## config.mk

```make
export PLATFORM = sky130hd
export DESIGN_NAME = pwr_mode_ctrl
export DESIGN_NICKNAME = d
export VERILOG_FILES = /design/src/rtl/pwr_mode_pkg.sv /design/src/rtl/pwr_mode_reg.sv /design/src/rtl/pwr_out_map.sv /design/src/rtl/pwr_mode_ctrl.sv
export SDC_FILE = /design/constraint.sdc
export NUM_CORES = 1
export LEC_CHECK = 0
export BUFFER_PORTS_ARGS = -buffer_cell sky130_fd_sc_hd__buf_2
export CAP_MARGIN = 20
export CORE_AREA = 2 2 39 41
export CTS_BUF_LIST = sky130_fd_sc_hd__clkbuf_4 sky130_fd_sc_hd__clkbuf_8
export CTS_CLUSTER_DIAMETER = 120
export CTS_CLUSTER_SIZE = 25
export DETAILED_ROUTE_END_ITERATION = 8
export DIE_AREA = 0 0 41 43
export HOLD_SLACK_MARGIN = 0.02
export SLEW_MARGIN = 20
export SYNTH_ARGS = -nofsm -noshare
export SYNTH_HDL_FRONTEND = slang
export SYNTH_HIERARCHICAL = 1
export SYNTH_SLANG_ARGS = --single-unit
```

## constraint.sdc

```tcl
create_clock -name clk -period 1.2 [get_ports clk]
set_input_delay 0.18 -clock clk [delete_from_list [all_inputs] [get_ports clk]]
set_output_delay 0.18 -clock clk [all_outputs]
set_load 0.01 [all_outputs]
```

## src/rtl/pwr_mode_pkg.sv

```systemverilog
package pwr_mode_pkg;
  typedef enum logic [1:0] {
    MODE_RUN   = 2'd0,
    MODE_LIGHT = 2'd1,
    MODE_DEEP  = 2'd2
  } pwr_mode_t;

  localparam int unsigned LIGHT_BIT = 0;
  localparam int unsigned DEEP_BIT  = 1;
endpackage

```

## src/rtl/pwr_mode_reg.sv

```systemverilog
module pwr_mode_reg
  import pwr_mode_pkg::*;
(
  input  logic      clk,
  input  logic      rst,
  input  logic      wr_hit,
  input  logic      req_light,
  input  logic      req_deep,
  input  logic      wake,
  output pwr_mode_t mode
);
  pwr_mode_t mode_q, mode_d;

  always_comb begin
    mode_d = mode_q;
    unique case (mode_q)
      MODE_RUN: begin
        // deep request wins over light when both are written
        if (wr_hit && req_deep)       mode_d = MODE_DEEP;
        else if (wr_hit && req_light) mode_d = MODE_LIGHT;
      end
      MODE_LIGHT: if (wake) mode_d = MODE_RUN;
      MODE_DEEP:  mode_d = MODE_DEEP;
      default:    mode_d = MODE_RUN;
    endcase
  end

  always_ff @(posedge clk) begin
    if (rst) mode_q <= MODE_RUN;
    else     mode_q <= mode_d;
  end

  assign mode = mode_q;
endmodule

```

## src/rtl/pwr_out_map.sv

```systemverilog
module pwr_out_map
  import pwr_mode_pkg::*;
#(
  parameter int unsigned N_PERIPH = 3
) (
  input  pwr_mode_t           mode,
  input  logic                cfg_memsel_gpio,
  output logic                cpu_clk_en,
  output logic [N_PERIPH-1:0] periph_clk_en,
  output logic                osc_en,
  output logic                strobe_force,
  output logic                strobe_level,
  output logic                memsel_force
);
  logic in_run, in_light, in_deep;

  assign in_run   = (mode == MODE_RUN);
  assign in_light = (mode == MODE_LIGHT);
  assign in_deep  = (mode == MODE_DEEP);

  assign cpu_clk_en = in_run;
  assign osc_en     = !in_deep;

  genvar g;
  generate
    for (g = 0; g < N_PERIPH; g++) begin : g_periph
      assign periph_clk_en[g] = !in_deep;
    end
  endgenerate

  assign strobe_force = in_light || in_deep;
  assign strobe_level = in_light;
  assign memsel_force = in_deep && !cfg_memsel_gpio;
endmodule

```

## src/rtl/pwr_mode_ctrl.sv

```systemverilog
module pwr_mode_ctrl
  import pwr_mode_pkg::*;
#(
  parameter int unsigned       ADDR_W    = 8,
  parameter int unsigned       DATA_W    = 8,
  parameter int unsigned       N_PERIPH  = 3,
  parameter logic [ADDR_W-1:0] CTRL_ADDR = 'h87
) (
  input  logic                clk,
  input  logic                ext_rst,
  input  logic                int_rst,
  input  logic                sfr_we,
  input  logic [ADDR_W-1:0]   sfr_addr,
  input  logic [DATA_W-1:0]   sfr_wdata,
  input  logic                irq,
  input  logic                cfg_memsel_gpio,
  output logic                cpu_clk_en,
  output logic [N_PERIPH-1:0] periph_clk_en,
  output logic                osc_en,
  output logic                strobe_force,
  output logic                strobe_level,
  output logic                memsel_force
);
  logic      rst_any;
  logic      wr_hit;
  pwr_mode_t mode;

  assign rst_any = ext_rst || int_rst;
  assign wr_hit  = sfr_we && (sfr_addr == CTRL_ADDR);

  pwr_mode_reg u_reg (
    .clk       (clk),
    .rst       (rst_any),
    .wr_hit    (wr_hit),
    .req_light (sfr_wdata[LIGHT_BIT]),
    .req_deep  (sfr_wdata[DEEP_BIT]),
    .wake      (irq),
    .mode      (mode)
  );

  pwr_out_map #(.N_PERIPH(N_PERIPH)) u_map (
    .mode            (mode),
    .cfg_memsel_gpio (cfg_memsel_gpio),
    .cpu_clk_en      (cpu_clk_en),
    .periph_clk_en   (periph_clk_en),
    .osc_en          (osc_en),
    .strobe_force    (strobe_force),
    .strobe_level    (strobe_level),
    .memsel_force    (memsel_force)
  );
endmodule

```

==> run_results.csv, run 1 <==
group,metric,value,unit
outcome,status,"completed",
detailed_routing,wl_per_cell,7.98,um
final_layout,areaGrowthSynthToFinish,82.2,%
die,core_area,1380,sq um
clock_tree,cts-root-buf,"clkbuf_4",
clock_tree,clkSinkCount,2,
yosys,netlist_area,204,sq um
die,dieArea,1760,sq um
worst_setup_path,worstPathArrival,0.99,ns
worst_setup_path,end_kind,"output pin",
die,die_h,43,um
yosys,yosysTopAreaCell,"dfxtp_1",
worst_setup_path,r2r-start,"u_reg/mode[0]$_SDFFE_PP0P_",
yosys,synth.distinct_cells,14,
clock_tree,h-tree-depth,1,
global_routing,grt_pass1_vias,244,
pwr,power_density,655,nW/um^2
final_layout,fin_util,26.9,%
sta,tightest_slew,0.337,ns
worst_setup_path,r2r-end,"u_reg/mode[0]$_SDFFE_PP0P_",
yosys,synth_area_per_cell,9.71,sq um
worst_setup_path,r2r_cells,3,
sta,timing.final.crit_period,1.17,ns
detailed_routing,route.vias.total,233,
detailed_routing,drt.antenna.violating_nets,0,
final_layout,stdcell_count,62,
yosys,yosys.area.top_type_share,19.6,%
sta,maxSlewViolCount,0,
detailed_routing,viasPerCell,3.76,
final_layout,antennaDiodeCount,0,
yosys,synthCells,21,
worst_setup_path,r2r_slack,0.28,ns
placed_design,gp_congestion,0.542,
global_routing,grt_usage,7.03,%
clock_tree,tritoncts,"yes",
min_path,hp-class,"input pin to flop",
yosys,yosysSeqAreaShare,19.6,%
pwr,ir_drop,0.173,mV
worst_setup_path,cp_top_family,"flip-flops",
final_layout,final_cell_mix,"buf_2 (21), clkbuf_4 (3), inv_2 (3)",
worst_setup_path,cp-startpoint,"u_reg/mode[0]$_SDFFE_PP0P_",
yosys,syn_nets,46,
die,io_pins,30,
clock_tree,cts_buffers,3,
clock_tree,clkTransAtPathRegs,0.03,ns
worst_setup_path,crit_end,"memsel_force",
yosys,yosys-top-cells-area,"dfxtp_1 (20%), ha_1 (18%), buf_4 (11%)",
detailed_routing,drt_iter0_drc,1,
worst_setup_path,crit_buf_inv,2,
worst_setup_path,cp-start-kind,"flop",
worst_setup_path,crit_type,"flop to output pin",
detailed_routing,drt-total-wl,495,um
worst_setup_path,worstPathCellList,"inv_2 > ha_2 > nor2b_4 > buf_6",
sta,relSlewSlack,77.3,%
final_layout,final_common_cell,"buf_2",
worst_setup_path,cp_slowest_cell,"dfxtp_2",
worst_setup_path,cp.required,1.02,ns
global_routing,antenna_found_initial,0,
sta,fmax,0.853,GHz
sta,clock_skew,0.00157,ns
placed_design,io_buffers,23,
pwr,p_leak,0.000166,uW
sta,hold_viol,0,
die,num_rows,14,
final_layout,largest_register_ffs,2,
global_routing,grt-ovfl-total,0,
worst_setup_path,worstPathMaxFanout,2,
sta,final-setup-viol-count,0,
detailed_routing,drt_first_pass_iters,2,
sta,rsz0062_at_grt,"true",
yosys,synth_seq_cells,2,
final_layout,nets,73,
detailed_routing,drc,0,
global_routing,grt_pass1_wl,772,um
yosys,yosys_warnings,6,
final_layout,drive_above_1_share,84.8,%
clock_tree,clkLatencyLatePin,0.22,ns
die,die_w,41,um
sta,period_share,97.7,%
die,initial_core_util,14.7,%
global_routing,grt_start_max_net_pins,5,
job,maxCapViolations,0,
placed_design,dp_cells,58,
worst_setup_path,max_stage_delay,0.31,ns
clock_tree,cts_hold_buffers,0,
clock_tree,clockBufferDepth,2,
worst_setup_path,cp.depth,4,
==> worst reg2reg max path: cells and delay by family (launching register included) <==
family | cells | cell delay, ns
DFF | 1 | 0.31
AOI/OAI and AO/OA | 1 | 0.18
buffers and inverters | 1 | 0.14
and+or+nand+nor | 1 | 0.21
==> logic make-up after synthesis <==
group | Yosys count | share of synthesized area (%)
AOI/OAI and AO/OA | 2 | 8.59
adders and majority gates | 3 | 18.4
DFF | 2 | 19.6
buffers and inverters | 6 | 16.6
and+or+nand+nor | 8 | 36.8
==> cells in the mapped netlist <==
| library cell | count |
|---|---|
| or3b_1 | 1 |
| nand4bb_2 | 1 |
| nand4_1 | 1 |
| buf_4 | 3 |
| nor2b_4 | 1 |
| nor3_1 | 1 |
| a21oi_1 | 1 |
| nand2b_1 | 1 |
| nor4_2 | 1 |
| inv_1 | 3 |
| a211oi_2 | 1 |
| or2_2 | 1 |
| dfxtp_1 | 2 |
| ha_1 | 3 |
==> metrics by stage <==
stage	setup WS, ns	hold slack [ns]	power [uW]	instance area [sq um]	TNS [ns]
finish	0.0278	0.220	243	372	0
floorplan	0.0689	0.349	74.0	204	0
global placement	-0.0966	0.454	98.5	324	-0.101
CTS	0.0106	0.216	254	359	0
detailed placement	-0.134	0.460	99.5	324	-0.186
global route	-0.00635	0.238	258	372	-0.00635
==> routing by layer <==
layer	global-route usage, %	wire (um)
met5	0	0
met1	3.86	140
met4	8.00	0
met3	3.14	50
met2	12.5	305
==> area by class of cell <==
type                            instances  area, sq um
Multi-Input combinational cell         13          133
Inverter                                3         11.3
Clock buffer                            3         22.5
Sequential cell                         2         42.5
Tap cell                               16         20.0
Fill cell                             161         1010
Timing Repair Buffer                   25          143
==> worst min-delay path by stage <==
| stage | startpoint | end | slack, ns | cells past startpoint |
|---|---|---|---|---|
| 3_5_place_dp | ext_rst | u_reg/mode[0]$_SDFFE_PP0P_ | 0.46 | 3 |
| 4_1_cts | ext_rst | u_reg/mode[0]$_SDFFE_PP0P_ | 0.22 | 3 |
| 5_1_grt | ext_rst | u_reg/mode[0]$_SDFFE_PP0P_ | 0.24 | 3 |
| 2_1_floorplan | sfr_wdata[0] | u_reg/mode[0]$_SDFFE_PP0P_ | 0.35 | 2 |
| 6_report | ext_rst | u_reg/mode[0]$_SDFFE_PP0P_ | 0.22 | 3 |
| 3_3_place_gp | ext_rst | u_reg/mode[0]$_SDFFE_PP0P_ | 0.45 | 3 |
==> what timing repair did <==
item                                    in CTS  in global routing
pin swaps                                    0                  0
buffers inserted                             1                  0
endpoints found under the setup margin       6                  6
gates resized for setup                      4                  4
==> where the power goes <==
part / switching [uW] / internal [uW] / leakage (uW)
registers: 0.0187 / 67.0 / 0.0000171
clock network: 34.9 / 110 / 0.0000138
logic: 10.3 / 21.0 / 0.000135
Power figures use the tool's default switching activity.
==> inputs of run 2 (changes only) <==
==> constraint.sdc (replaced) <==
create_clock -name clk -period 1.35 [get_ports clk]
set_input_delay 0.2025 -clock clk [delete_from_list [all_inputs] [get_ports clk]]
set_output_delay 0.2025 -clock clk [all_outputs]
set_load 0.01 [all_outputs]
==> run 2 against run 1 <==
Net effect: sequential share of layout area grew 0.68 points; clock power shrank 9.7%; clock-buffer cell count is the same; register-to-register slack better by 0.25 ns; clock skew about the same; hold slack better by 0.016 ns; combinational power shrank 13%; critical path depth did not move; die area unchanged; first-iteration DRC count increased to 4.0 times the previous value; via count fell by 7.7%.
==> run_results.csv, run 2 (synthesis gave the netlist of run 1 again) <==
group,metric,value,unit
clock_tree,h-tree-depth,1,
sta,maxSlewViolCount,0,
final_layout,drive_above_1_share,75.0,%
clock_tree,cts-root-buf,"clkbuf_4",
clock_tree,clkLatencyLatePin,0.22,ns
placed_design,gp_congestion,0.543,
sta,tightest_slew,0.312,ns
detailed_routing,wl_per_cell,7.62,um
global_routing,grt_usage,6.31,%
placed_design,dp_hpwl,409,um
pwr,p_seq_share,27.3,%
detailed_routing,drt.antenna.violating_nets,0,
final_layout,final_cell_mix,"buf_2 (23), clkbuf_4 (3), ha_1 (3)",
clock_tree,clkTransAtPathRegs,0.03,ns
clock_tree,clkSinkCount,2,
final_layout,final_area,340,sq um
sta,finalSetupTns,0,ns
clock_tree,tritoncts,"yes",
sta,rsz0062_at_grt,"false",
detailed_routing,drc,0,
worst_setup_path,crit_type,"flop to output pin",
detailed_routing,route.vias.total,215,
detailed_routing,drt_iter0_drc,4,
sta,final-setup-viol-count,0,
final_layout,fillers,159,
global_routing,grt_pass1_wl,703,um
die,core_area,1380,sq um
final_layout,multi_input_area,130,sq um
global_routing,grt_start_max_net_pins,6,
sta,fmax,0.766,GHz
global_routing,grt-ovfl-total,0,
worst_setup_path,end_kind,"output pin",
final_layout,final_common_cell,"buf_2",
worst_setup_path,cp-start-kind,"flop",
pwr,pwr-share-comb,12.5,%
die,initial_core_util,14.7,%
final_layout,regArea,41.3,sq um
final_layout,areaGrowthSynthToFinish,66.9,%
pwr,p_leak,0.000151,uW
outcome,status,"completed",
clock_tree,clockBufferDepth,2,
detailed_routing,drt-total-wl,457,um
placed_design,placed_area,317,sq um
die,num_rows,14,
die,dieArea,1760,sq um
die,die_h,43,um
global_routing,antenna_found_initial,0,
pwr,power.switching,42.1,uW
sta,timing.final.crit_period,1.31,ns
pwr,power_density,641,nW/um^2
pwr,p_int,176,uW
pwr,swShare,19.3,%
placed_design,io_buffers,23,
global_routing,grt_pass1_vias,224,
sta,relSlewSlack,79.0,%
detailed_routing,viasPerCell,3.58,
worst_setup_path,worstPathMaxFanout,5,
min_path,hp-class,"input pin to flop",
pwr,clockPowerShare,60.2,%
die,io_pins,30,
sta,period_share,96.8,%
pwr,ir_drop,0.186,mV
sta,clock_skew,0.00128,ns
final_layout,nets,71,
detailed_routing,drt_first_pass_iters,2,
sta,hold_viol,0,
final_layout,largest_register_ffs,2,
worst_setup_path,worstPathArrival,1.10,ns
die,die_w,41,um
job,maxCapViolations,0,
final_layout,antennaDiodeCount,0,
worst_setup_path,cp.required,1.15,ns
clock_tree,cts_buffers,3,
run 2: changes by cell type in the layout (fill, tap and decap cells not counted), sizes merged:
cell | previous run | this run
buf | 25 | 23
run 2: metal layers:
layer	track usage (%)	wire (um)	up-vias
met5	0	0	-
met4	6.00	0	0
met3	3.14	48	0
met2	10.9	279	8
met1	4.14	129	92
li1	-	-	115
run 2: area by class of cell:
class                           count  share of cell area, %
Timing Repair Buffer               23                   33.8
Clock buffer                        3                   6.62
Multi-Input combinational cell     13                   38.2
Inverter                            3                   3.31
Sequential cell                     2                   12.1
Tap cell                           16                   5.88
run 2: timing repair:
action,CTS,global route
hold buffers,0,0
gates cloned,0,0
buffers inserted,0,0
setup endpoints to repair,1,2
hold endpoints to repair,0,0
resized for setup,1,1
run 2: path summary, 6_finish.rpt:
path / startpoint / to / slack (ns) / cells past startpoint
setup / recovery: u_reg/mode[0]$_SDFFE_PP0P_ / memsel_force / 0.04 / 4
hold / removal: ext_rst / u_reg/mode[0]$_SDFFE_PP0P_ / 0.24 / 3
hold reg to reg: u_reg/mode[0]$_SDFFE_PP0P_ / u_reg/mode[1]$_SDFFE_PP0P_ / 0.46 / 1
setup reg to reg: u_reg/mode[0]$_SDFFE_PP0P_ / u_reg/mode[0]$_SDFFE_PP0P_ / 0.53 / 2
run 2: worst max-delay path, stage by stage (launching register included):
cell,delay (ns)
dfxtp_2,0.35
inv_1,0.07
ha_1,0.22
nor2b_4,0.12
buf_2,0.13
run 2: power groups by stage:
stage | Clock (uW) | Sequential (uW) | Combinational [uW]
global route | 140 | 59.6 | 30.1
floorplan | 0 | 60.4 | 5.45
CTS | 141 | 59.6 | 27.7
global placement | 0 | 60.4 | 27.2
finish | 131 | 59.6 | 27.3
detailed placement | 0 | 60.4 | 27.6
run 2: per-stage QoR:
stage	total power (uW)	instances	utilization, %	hold WS (ns)	worst slack [ns]
floorplan	65.8	21	-	0.371	0.196
global placement	87.5	57	22.9	0.475	0.0344
detailed placement	88.0	57	22.9	0.478	0.0135
CTS	228	60	24.6	0.229	0.0379
global route	230	60	24.6	0.255	0.00121
finish	218	60	24.6	0.236	0.0437
==> inputs of run 3 (changes only) <==
--- a/config.mk
+++ b/config.mk
@@ -6,9 +6,8 @@
 export NUM_CORES = 1
 export LEC_CHECK = 0
 export BUFFER_PORTS_ARGS = -buffer_cell sky130_fd_sc_hd__buf_2
-export CAP_MARGIN = 20
 export CORE_AREA = 2 2 39 41
-export CTS_BUF_LIST = sky130_fd_sc_hd__clkbuf_4 sky130_fd_sc_hd__clkbuf_8
+export CTS_BUF_LIST = sky130_fd_sc_hd__clkbuf_8 sky130_fd_sc_hd__clkbuf_16
 export CTS_CLUSTER_DIAMETER = 120
 export CTS_CLUSTER_SIZE = 25
 export DETAILED_ROUTE_END_ITERATION = 8
==> run 3 against run 2 <==
Net effect: worst setup slack improved by 0.030 ns; hold slack gained 0.016 ns; largest power group unchanged; routed wire length increased by 1.5%; highest routed layer unchanged.
==> run_results.csv, run 3 (synthesis gave the netlist of run 1 again) <==
group,metric,value,unit
die,die_w,41,um
final_layout,largest_register_ffs,2,
worst_setup_path,r2r_cells,2,
die,initial_core_util,14.7,%
final_layout,antennaDiodeCount,0,
final_layout,final_cell_mix,"buf_2 (23), clkbuf_8 (3), inv_1 (3), ha_1 (3)",
die,core_area,1380,sq um
worst_setup_path,cp.required,1.15,ns
detailed_routing,drc,0,
clock_tree,clkLatencyLatePin,0.21,ns
die,io_pins,30,
worst_setup_path,r2r-start,"u_reg/mode[0]$_SDFFE_PP0P_",
min_path,holdCritStartpoint,"ext_rst",
placed_design,pre_cts_slack,0.0135,ns
clock_tree,tritoncts,"yes",
clock_tree,h-tree-depth,1,
clock_tree,clkSinkCount,2,
sta,maxSlewViolCount,0,
sta,relSlewSlack,79.0,%
sta,timing.final.crit_period,1.28,ns
final_layout,areaGrowthSynthToFinish,76.1,%
placed_design,dp_cells,57,
detailed_routing,route.vias.total,214,
worst_setup_path,worstPathArrival,1.07,ns
final_layout,final_common_cell,"buf_2",
final_layout,fillers,156,
pwr,power_density,893,nW/um^2
sta,finalSetupTns,0,ns
clock_tree,post_cts_buffers,0,
worst_setup_path,end_kind,"output pin",
placed_design,gp_congestion,0.543,
sta,period_share,94.5,%
clock_tree,clockBufferDepth,2,
global_routing,antenna_found_initial,0,
detailed_routing,drt_iter0_drc,1,
final_layout,stdcell_count,60,
sta,hold_viol,0,
min_path,hp-class,"input pin to flop",
clock_tree,cts-root-buf,"clkbuf_8",
outcome,status,"completed",
global_routing,grt_pass1_wl,690,um
worst_setup_path,r2r-end,"u_reg/mode[0]$_SDFFE_PP0P_",
detailed_routing,drt_first_pass_iters,2,
detailed_routing,drt-total-wl,464,um
placed_design,dp_hpwl,409,um
job,maxCapViolations,0,
worst_setup_path,crit_type,"flop to output pin",
min_path,hold_depth,3,
global_routing,grt_start_max_net_pins,6,
sta,final-setup-viol-count,0,
worst_setup_path,worstPathMaxFanout,5,
worst_setup_path,cp-start-kind,"flop",
detailed_routing,viasPerCell,3.57,
die,num_rows,14,
pwr,ir_drop,0.298,mV
final_layout,nets,71,
global_routing,grt_pass1_vias,218,
die,die_h,43,um
placed_design,io_buffers,23,
die,dieArea,1760,sq um
global_routing,grt_usage,6.21,%
sta,hold_slack,0.252,ns
global_routing,grt-ovfl-total,0,
sta,clock_skew,0.00103,ns
worst_setup_path,r2r_slack,0.53,ns
min_path,worstHoldEndpoint,"u_reg/mode[0]$_SDFFE_PP0P_",
pwr,p_leak,0.000158,uW
clock_tree,cts_buffers,3,
sta,rsz0062_at_grt,"false",
sta,tightest_slew,0.312,ns
detailed_routing,wl_per_cell,7.73,um
final_layout,drive_above_1_share,72.7,%
detailed_routing,drt.antenna.violating_nets,0,
sta,fmax,0.784,GHz
sta,fin_ws,0.0740,ns
clock_tree,clkTransAtPathRegs,0.03,ns
==> run 3: worst max-delay path by stage <==
stage	from	endpoint	depth (start not counted)	slack (ns)
6_report	u_reg/mode[0]$_SDFFE_PP0P_	memsel_force	4	0.07
3_5_place_dp	sfr_addr[3]	u_reg/mode[0]$_SDFFE_PP0P_	5	0.01
5_1_grt	u_reg/mode[0]$_SDFFE_PP0P_	osc_en	4	0.01
2_1_floorplan	sfr_addr[3]	u_reg/mode[0]$_SDFFE_PP0P_	4	0.20
4_1_cts	u_reg/mode[0]$_SDFFE_PP0P_	memsel_force	4	0.06
3_3_place_gp	sfr_addr[3]	u_reg/mode[0]$_SDFFE_PP0P_	5	0.03
==> run 3: layout make-up <==
| class | instances | area [sq um] | share of cell area (%) |
|---|---|---|---|
| inverters | 3 | 11.3 | 3.14 |
| well taps | 16 | 20.0 | 5.57 |
| flip-flops and latches | 2 | 41.3 | 11.5 |
| multi-input cells | 13 | 130 | 36.2 |
| clock buffers | 3 | 41.3 | 11.5 |
| repair buffers | 23 | 115 | 32.1 |
==> run 3: per-stage QoR <==
stage	cell area, sq um	utilization [%]	power [uW]
floorplan	204	-	65.8
global placement	317	22.9	87.5
detailed placement	317	22.9	88.0
CTS	359	25.9	330
global route	359	25.9	331
finish	359	25.9	321
==> run 3: per-layer routing <==
metal | global-route usage (%) | wire, um
met1 | 4.14 | 136
met2 | 10.6 | 279
met3 | 3.14 | 48
met4 | 6.00 | 0
met5 | 0 | 0
==> run 3: critical path, stage by stage (launching register included) <==
cell and delay [ns]:
dfxtp_2 0.35, inv_1 0.07, ha_1 0.20, nor2b_4 0.12, buf_2 0.13
==> run 3: power by group <==
part,switching [uW],total [uW],internal [uW]
registers,0.0228,59.7,59.6
clock network,45.2,234,188
logic,8.78,27.4,18.6
total,54.0,321,267
==> run 3: repair_timing <==
action                                  4_1_cts  5_1_grt
resized for setup                             1        0
endpoints found under the setup margin        1        0
endpoints found under the hold margin         0        0
hold buffers                                  0        0
